[src/rtl/exc_pkg.sv]
package exc_pkg;
  localparam int OPC_W = 6;

  typedef enum logic [3:0] {
    ST_FETCH     = 4'd0,
    ST_DECODE    = 4'd1,
    ST_MEM_ADDR  = 4'd2,
    ST_MEM_RD    = 4'd3,
    ST_MEM_WB    = 4'd4,
    ST_MEM_WR    = 4'd5,
    ST_R_EXEC    = 4'd6,
    ST_R_WB      = 4'd7,
    ST_BRANCH    = 4'd8,
    ST_JUMP      = 4'd9,
    ST_EXC_UNDEF = 4'd10,
    ST_EXC_OVF   = 4'd11
  } state_e;

  localparam logic [OPC_W-1:0] OPC_RTYPE = 6'h00;
  localparam logic [OPC_W-1:0] OPC_JUMP  = 6'h02;
  localparam logic [OPC_W-1:0] OPC_BEQ   = 6'h04;
  localparam logic [OPC_W-1:0] OPC_LOAD  = 6'h23;
  localparam logic [OPC_W-1:0] OPC_STORE = 6'h2B;

  localparam logic [1:0] SRCB_REG  = 2'd0;
  localparam logic [1:0] SRCB_FOUR = 2'd1;
  localparam logic [1:0] SRCB_IMM  = 2'd2;
  localparam logic [1:0] SRCB_IMM2 = 2'd3;

  localparam logic [1:0] AOP_ADD   = 2'd0;
  localparam logic [1:0] AOP_SUB   = 2'd1;
  localparam logic [1:0] AOP_FUNCT = 2'd2;

  localparam logic [1:0] PCS_ALU     = 2'd0;
  localparam logic [1:0] PCS_ALUOUT  = 2'd1;
  localparam logic [1:0] PCS_JUMP    = 2'd2;
  localparam logic [1:0] PCS_HANDLER = 2'd3;

  localparam logic CAUSE_UNDEF = 1'b0;
  localparam logic CAUSE_OVF   = 1'b1;

  typedef struct packed {
    logic       pc_write;
    logic       pc_write_cond;
    logic       iord;
    logic       mem_read;
    logic       mem_write;
    logic       ir_write;
    logic       mem_to_reg;
    logic       reg_dst;
    logic       reg_write;
    logic       alu_src_a;
    logic [1:0] alu_src_b;
    logic [1:0] alu_op;
    logic [1:0] pc_source;
    logic       epc_write;
    logic       cause_write;
    logic       int_cause;
  } ctrl_t;
endpackage

[src/rtl/exc_state_fsm.sv]
module exc_state_fsm
  import exc_pkg::*;
(
  input  logic             clk_i,
  input  logic             rst_ni,
  input  logic [OPC_W-1:0] opcode_i,
  input  logic             alu_ovf_i,
  output state_e           state_o
);
  state_e state_q, state_d;

  always_comb begin
    state_d = ST_FETCH;
    unique case (state_q)
      ST_FETCH:  state_d = ST_DECODE;
      ST_DECODE: begin
        unique case (opcode_i)
          OPC_LOAD, OPC_STORE: state_d = ST_MEM_ADDR;
          OPC_RTYPE:           state_d = ST_R_EXEC;
          OPC_BEQ:             state_d = ST_BRANCH;
          OPC_JUMP:            state_d = ST_JUMP;
          default:             state_d = ST_EXC_UNDEF;
        endcase
      end
      ST_MEM_ADDR: state_d = (opcode_i == OPC_LOAD) ? ST_MEM_RD : ST_MEM_WR;
      ST_MEM_RD:   state_d = ST_MEM_WB;
      // overflow replaces write-back, so the faulting result is never committed
      ST_R_EXEC:   state_d = alu_ovf_i ? ST_EXC_OVF : ST_R_WB;
      default:     state_d = ST_FETCH;
    endcase
  end

  always_ff @(posedge clk_i or negedge rst_ni) begin
    if (!rst_ni) state_q <= ST_FETCH;
    else         state_q <= state_d;
  end

  assign state_o = state_q;
endmodule

[src/rtl/exc_ctrl_decode.sv]
module exc_ctrl_decode
  import exc_pkg::*;
(
  input  state_e state_i,
  output ctrl_t  ctrl_o
);
  always_comb begin
    ctrl_o = '0;
    unique case (state_i)
      ST_FETCH: begin
        ctrl_o.mem_read  = 1'b1;
        ctrl_o.ir_write  = 1'b1;
        ctrl_o.alu_src_b = SRCB_FOUR;
        ctrl_o.alu_op    = AOP_ADD;
        ctrl_o.pc_write  = 1'b1;
        ctrl_o.pc_source = PCS_ALU;
      end
      ST_DECODE: begin
        ctrl_o.alu_src_b = SRCB_IMM2;
        ctrl_o.alu_op    = AOP_ADD;
      end
      ST_MEM_ADDR: begin
        ctrl_o.alu_src_a = 1'b1;
        ctrl_o.alu_src_b = SRCB_IMM;
      end
      ST_MEM_RD: begin
        ctrl_o.mem_read = 1'b1;
        ctrl_o.iord     = 1'b1;
      end
      ST_MEM_WB: begin
        ctrl_o.reg_write  = 1'b1;
        ctrl_o.mem_to_reg = 1'b1;
      end
      ST_MEM_WR: begin
        ctrl_o.mem_write = 1'b1;
        ctrl_o.iord      = 1'b1;
      end
      ST_R_EXEC: begin
        ctrl_o.alu_src_a = 1'b1;
        ctrl_o.alu_src_b = SRCB_REG;
        ctrl_o.alu_op    = AOP_FUNCT;
      end
      ST_R_WB: begin
        ctrl_o.reg_dst   = 1'b1;
        ctrl_o.reg_write = 1'b1;
      end
      ST_BRANCH: begin
        ctrl_o.alu_src_a     = 1'b1;
        ctrl_o.alu_src_b     = SRCB_REG;
        ctrl_o.alu_op        = AOP_SUB;
        ctrl_o.pc_write_cond = 1'b1;
        ctrl_o.pc_source     = PCS_ALUOUT;
      end
      ST_JUMP: begin
        ctrl_o.pc_write  = 1'b1;
        ctrl_o.pc_source = PCS_JUMP;
      end
      ST_EXC_UNDEF, ST_EXC_OVF: begin
        // ALU rewinds the incremented PC: PC - 4
        ctrl_o.alu_src_a   = 1'b0;
        ctrl_o.alu_src_b   = SRCB_FOUR;
        ctrl_o.alu_op      = AOP_SUB;
        ctrl_o.epc_write   = 1'b1;
        ctrl_o.cause_write = 1'b1;
        ctrl_o.int_cause   = (state_i == ST_EXC_OVF) ? CAUSE_OVF : CAUSE_UNDEF;
        ctrl_o.pc_write    = 1'b1;
        ctrl_o.pc_source   = PCS_HANDLER;
      end
      default: ctrl_o = '0;
    endcase
  end
endmodule

[src/rtl/exc_save_regs.sv]
module exc_save_regs #(
  parameter int DATA_W = 32
) (
  input  logic              clk_i,
  input  logic              rst_ni,
  input  logic              epc_we_i,
  input  logic              cause_we_i,
  input  logic              cause_bit_i,
  input  logic [DATA_W-1:0] epc_d_i,
  output logic [DATA_W-1:0] epc_o,
  output logic [DATA_W-1:0] cause_o
);
  logic [DATA_W-1:0] epc_q;
  logic              cause_q;

  always_ff @(posedge clk_i or negedge rst_ni) begin
    if (!rst_ni) begin
      epc_q   <= '0;
      cause_q <= 1'b0;
    end else begin
      if (epc_we_i)   epc_q   <= epc_d_i;
      if (cause_we_i) cause_q <= cause_bit_i;
    end
  end

  assign epc_o   = epc_q;
  assign cause_o = {{(DATA_W-1){1'b0}}, cause_q};
endmodule

[src/rtl/exc_pc_select.sv]
module exc_pc_select #(
  parameter int              DATA_W       = 32,
  parameter logic [DATA_W-1:0] HANDLER_ADDR = 32'hC000_0000
) (
  input  logic [1:0]        sel_i,
  input  logic [DATA_W-1:0] alu_result_i,
  input  logic [DATA_W-1:0] alu_out_i,
  input  logic [DATA_W-1:0] jump_addr_i,
  output logic [DATA_W-1:0] pc_next_o
);
  localparam int N_SRC = 4;
  logic [DATA_W-1:0] src [N_SRC];

  assign src[0] = alu_result_i;
  assign src[1] = alu_out_i;
  assign src[2] = jump_addr_i;
  assign src[3] = HANDLER_ADDR;

  assign pc_next_o = src[sel_i];
endmodule

[src/rtl/exc_sequencer.sv]
module exc_sequencer
  import exc_pkg::*;
#(
  parameter int                DATA_W       = 32,
  parameter logic [DATA_W-1:0] HANDLER_ADDR = 32'hC000_0000
) (
  input  logic              clk_i,
  input  logic              rst_ni,
  input  logic [5:0]        opcode_i,
  input  logic              alu_ovf_i,
  input  logic [DATA_W-1:0] alu_result_i,
  input  logic [DATA_W-1:0] alu_out_i,
  input  logic [DATA_W-1:0] jump_addr_i,
  output logic              pc_write_o,
  output logic              pc_write_cond_o,
  output logic              iord_o,
  output logic              mem_read_o,
  output logic              mem_write_o,
  output logic              ir_write_o,
  output logic              mem_to_reg_o,
  output logic              reg_dst_o,
  output logic              reg_write_o,
  output logic              alu_src_a_o,
  output logic [1:0]        alu_src_b_o,
  output logic [1:0]        alu_op_o,
  output logic [1:0]        pc_source_o,
  output logic              epc_write_o,
  output logic              cause_write_o,
  output logic              int_cause_o,
  output logic [DATA_W-1:0] pc_next_o,
  output logic [DATA_W-1:0] epc_o,
  output logic [DATA_W-1:0] cause_o
);
  state_e state;
  ctrl_t  ctrl;

  exc_state_fsm i_fsm (
    .clk_i    (clk_i),
    .rst_ni   (rst_ni),
    .opcode_i (opcode_i),
    .alu_ovf_i(alu_ovf_i),
    .state_o  (state)
  );

  exc_ctrl_decode i_dec (
    .state_i(state),
    .ctrl_o (ctrl)
  );

  exc_save_regs #(.DATA_W(DATA_W)) i_regs (
    .clk_i      (clk_i),
    .rst_ni     (rst_ni),
    .epc_we_i   (ctrl.epc_write),
    .cause_we_i (ctrl.cause_write),
    .cause_bit_i(ctrl.int_cause),
    .epc_d_i    (alu_result_i),
    .epc_o      (epc_o),
    .cause_o    (cause_o)
  );

  exc_pc_select #(.DATA_W(DATA_W), .HANDLER_ADDR(HANDLER_ADDR)) i_pcsel (
    .sel_i       (ctrl.pc_source),
    .alu_result_i(alu_result_i),
    .alu_out_i   (alu_out_i),
    .jump_addr_i (jump_addr_i),
    .pc_next_o   (pc_next_o)
  );

  assign pc_write_o      = ctrl.pc_write;
  assign pc_write_cond_o = ctrl.pc_write_cond;
  assign iord_o          = ctrl.iord;
  assign mem_read_o      = ctrl.mem_read;
  assign mem_write_o     = ctrl.mem_write;
  assign ir_write_o      = ctrl.ir_write;
  assign mem_to_reg_o    = ctrl.mem_to_reg;
  assign reg_dst_o       = ctrl.reg_dst;
  assign reg_write_o     = ctrl.reg_write;
  assign alu_src_a_o     = ctrl.alu_src_a;
  assign alu_src_b_o     = ctrl.alu_src_b;
  assign alu_op_o        = ctrl.alu_op;
  assign pc_source_o     = ctrl.pc_source;
  assign epc_write_o     = ctrl.epc_write;
  assign cause_write_o   = ctrl.cause_write;
  assign int_cause_o     = ctrl.int_cause;
endmodule

[config.mk]
export PLATFORM = sky130hd
export DESIGN_NAME = exc_sequencer
export DESIGN_NICKNAME = d
export VERILOG_FILES = /design/src/rtl/exc_pkg.sv /design/src/rtl/exc_state_fsm.sv /design/src/rtl/exc_ctrl_decode.sv /design/src/rtl/exc_save_regs.sv /design/src/rtl/exc_pc_select.sv /design/src/rtl/exc_sequencer.sv
export SDC_FILE = /design/constraint.sdc
export NUM_CORES = 1
export LEC_CHECK = 0
export BUFFER_PORTS_ARGS = -buffer_cell sky130_fd_sc_hd__buf_2
export CORE_AREA = 2 2 86 88
export CTS_BUF_LIST = sky130_fd_sc_hd__clkbuf_8
export DETAILED_ROUTE_END_ITERATION = 10
export DIE_AREA = 0 0 88 90
export PLACE_DENSITY = 0.85
export SETUP_SLACK_MARGIN = 0.15
export SYNTH_ARGS = -nofsm -noshare
export SYNTH_HDL_FRONTEND = slang
export SYNTH_SLANG_ARGS = --single-unit
[constraint.sdc]
create_clock -name clk_i -period 1.9 [get_ports clk_i]
set_input_delay 0.285 -clock clk_i [delete_from_list [all_inputs] [get_ports clk_i]]
set_output_delay 0.285 -clock clk_i [all_outputs]
set_load 0.05 [all_outputs]
==> run_results.csv <==
group,metric,value,unit
timing,fmax,543,MHz
timing,slew_violations,0,
timing,hold_ws,93.6,ps
worst_setup_path,critPathSlowestCell,"dfrtp_2",
synth,postSynthCellCount,270,
pwr,pwr-share-comb,0.777,
worst_setup_path,crit_arrival,1560,ps
die,fp.dieW,88,µm
timing,tns,0,ps
pwr,p_int,3.73,mW
worst_setup_path,cp-end-kind,"output port",
timing,relSlewSlack,0.436,
routing,ant_nets,0,
pwr,swShare,0.572,
synth,seq_area_frac_synth,0.360,
placed_design,io_buffers,188,
synth,synth-seq-cells,37,
pwr,power_frac_seq,0.159,
final_layout,n_fill_cell,573,
pwr,clock_power_share,0.064,
routing,drtPass1Iterations,4,
synth,synth_cell_types,37,
clock_network,cts_inserted_buffers,5,
die,die_height,90,µm
placed_design,place.gp.congestion,0.871,
timing,setup_ws,58.9,ps
worst_setup_path,crit_required,1620,ps
die,num_rows,31,
grt,grt_pass1_vias,2795,
pwr,p_per_area,2010,nW/µm²
synth,synth_most_common_cell,"dfrtp_1",
routing,drt-initial-drc-count,77,
routing,viasPerCell,4.90,
final_layout,layout-drive-gt1-share,0.669,
clock_network,h-tree-depth,2,
synth,async_reset_ff_frac,1.00,
timing,finalHoldViolations,0,
timing,setup-violations-final,0,
final_layout,n_antenna_cell,0,
clock_network,ctsRootBufferMaster,"clkbuf_8",
worst_setup_path,critPathKind,"reg -> out",
worst_setup_path,cp_cell_sequence,"buf_12, buf_16, mux2i_1, o21ai_2, buf_6",
hold_path,hp-class,"in -> async",
clock_network,clk_path_buf_depth,2,
routing,drt-total-wl,8830,µm
clock_network,clock_latency,290,ps
synth,ys.flop_type,"dfrtp_1",
die,ioPinCount,220,
clock_network,clkTransAtPathRegs,80,ps
pwr,power,8.71,mW
placed_design,place_ws,210,ps
worst_setup_path,rr_startpoint,"i_fsm.state_o[3]$_DFF_PN0_",
placed_design,hpwl,6020,µm
worst_setup_path,critPathLaunch,"i_fsm.state_o[0]$_DFF_PN0_",
worst_setup_path,max_stage_delay,440,ps
timing,rsz0062_at_grt,"true",
synth,avgSynthCellArea,9.52,µm²
synth,netlist_top_cells_count,"dfrtp_1 (37), buf_4 (36), mux2_2 (34), nand2_1 (34), mux2i_1 (31)",
synth,synth_area_leaders,"dfrtp_1 (36%), mux2_2 (15%), mux2i_1 (12%)",
timing,worstMarginPinSlew,846,ps
synth,synth_top_area_frac,0.360,
clock_network,numClockSinks,37,
grt,antenna_found_initial,0,
status,status,"finished clean",
final_layout,fin_cells,564,
synth,syn_area,2570,µm²
die,core,7020,µm²
synth,synth_top_area_cell,"dfrtp_1",
timing,period_share,0.969,
grt,grt_max_degree,38,
grt,grt_overflow_total,0,
die,dieArea,7920,µm²
final_layout,area_growth,68.9,%
worst_setup_path,critPathBufInv,3,
die,initial_core_util,0.366,
timing,fin_skew,11.5,ps
pwr,p_switching,4.98,mW
worst_setup_path,cp-start-kind,"register",
placed_design,placed_cells,550,
worst_setup_path,cp_max_fo,9,
clock_network,cts_tree,"yes",
routing,via_count,2763,
final_layout,nets,569,
grt,grt_first_pass_wirelength,13300,µm
synth,yosysWarnings,0,
pwr,leakage,2.21,nW
pwr,ir_drop,1.00,mV
job,maxCapViolations,0,
routing,drcViolationCount,0,
synth,synth_edf_count,0,
timing,fin_crit,1840,ps
worst_setup_path,critPathTopFamily,"buffers and inverters",
routing,wire_per_inst,15.6,µm
grt,grt_usage,0.211,
[registers in the layout, indices dropped and copies added (netlist names)]
register and count:
i_regs.epc_o 32, i_regs.cause_q 1, i_fsm.state_o 4
[metal layers]
layer / wire length (µm) / part of all wire / vias to the layer above / track usage
met5: 0 / 0 / - / 0
met4: 188 / 0.021 / 0 / 0.0628
met3: 550 / 0.062 / 15 / 0.0395
met2: 5000 / 0.57 / 142 / 0.410
met1: 3090 / 0.35 / 1337 / 0.220
li1: - / - / 1269 / -
[cells in the final DEF (no fill, tap or decap), types with 3 or more instances in the layout]
cell	count
mux2_2	34
mux2i_2	5
clkbuf_8	5
mux2i_1	25
conb_1	31
buf_12	6
nor2_1	5
nand2_1	33
nand2b_4	3
buf_6	41
nor2_2	8
o21ai_2	26
dfrtp_1	36
buf_2	140
buf_4	17
o21ai_4	4
[layout make-up]
| cell class | count | area (µm²) | share of cell area |
|---|---|---|---|
| clock inverter | 3 | 21.3 | 0.00490 |
| multi-input combinational | 209 | 1690 | 0.390 |
| timing repair buffer | 208 | 1490 | 0.344 |
| sequential | 37 | 927 | 0.214 |
| inverter | 3 | 15.0 | 0.00346 |
| clock buffer | 5 | 68.8 | 0.0159 |
| tap | 99 | 124 | 0.0285 |
[timing repair]
action                     4_1_cts  5_1_grt
setup buffers                    3        2
cloned                           0        1
resized for setup              105       56
pin swaps                        2        3
setup endpoints to repair       45       49
hold endpoints to repair         0        0
hold buffers                     0        0
[kinds of logic (layout without fill, tap and decap cells)]
family / Yosys count / count (layout) / synth area share
multiplexers: 65 / 65 / 0.270
AND/OR/NAND/NOR: 68 / 68 / 0.125
other: 1 / 31 / 0.00146
buffers and inverters: 54 / 219 / 0.137
XOR/XNOR: 4 / 4 / 0.0136
flip-flops: 37 / 37 / 0.360
AO/OA/AOI/OAI: 41 / 41 / 0.0929
[path summary, 6_finish.rpt]
kind                                                end  slack, ps  cells after the start
min                        i_regs.epc_o[12]$_DFFE_PN0P_         90                      1
min reg2reg                  i_regs.cause_q$_DFFE_PN0P_        490                      1
max                                       pc_next_o[28]         60                      5
min in group clk_i         i_regs.epc_o[17]$_DFFE_PN0P_        240                      2
max in group asynchronous    i_fsm.state_o[0]$_DFF_PN0_       1210                      1
max reg2reg                 i_regs.epc_o[8]$_DFFE_PN0P_        300                      6
[per-stage QoR]
| step | utilization | instance area [µm²] |
|---|---|---|
| 5_1_grt | 0.618 | 4340 |
| 3_5_place_dp | 0.515 | 3620 |
| 6_report | 0.618 | 4340 |
| 3_3_place_gp | 0.515 | 3620 |
| 2_1_floorplan | - | 2750 |
| 4_1_cts | 0.581 | 4080 |
[power groups by stage]
stage	clock network (mW)	registers (mW)	logic (mW)
2_1_floorplan	0	2.62	3.17
3_3_place_gp	0	1.40	5.52
3_5_place_dp	0	1.42	5.59
4_1_cts	0.578	1.38	6.27
5_1_grt	0.621	1.44	7.03
6_report	0.555	1.39	6.77
(Power assumes the default switching activity.)
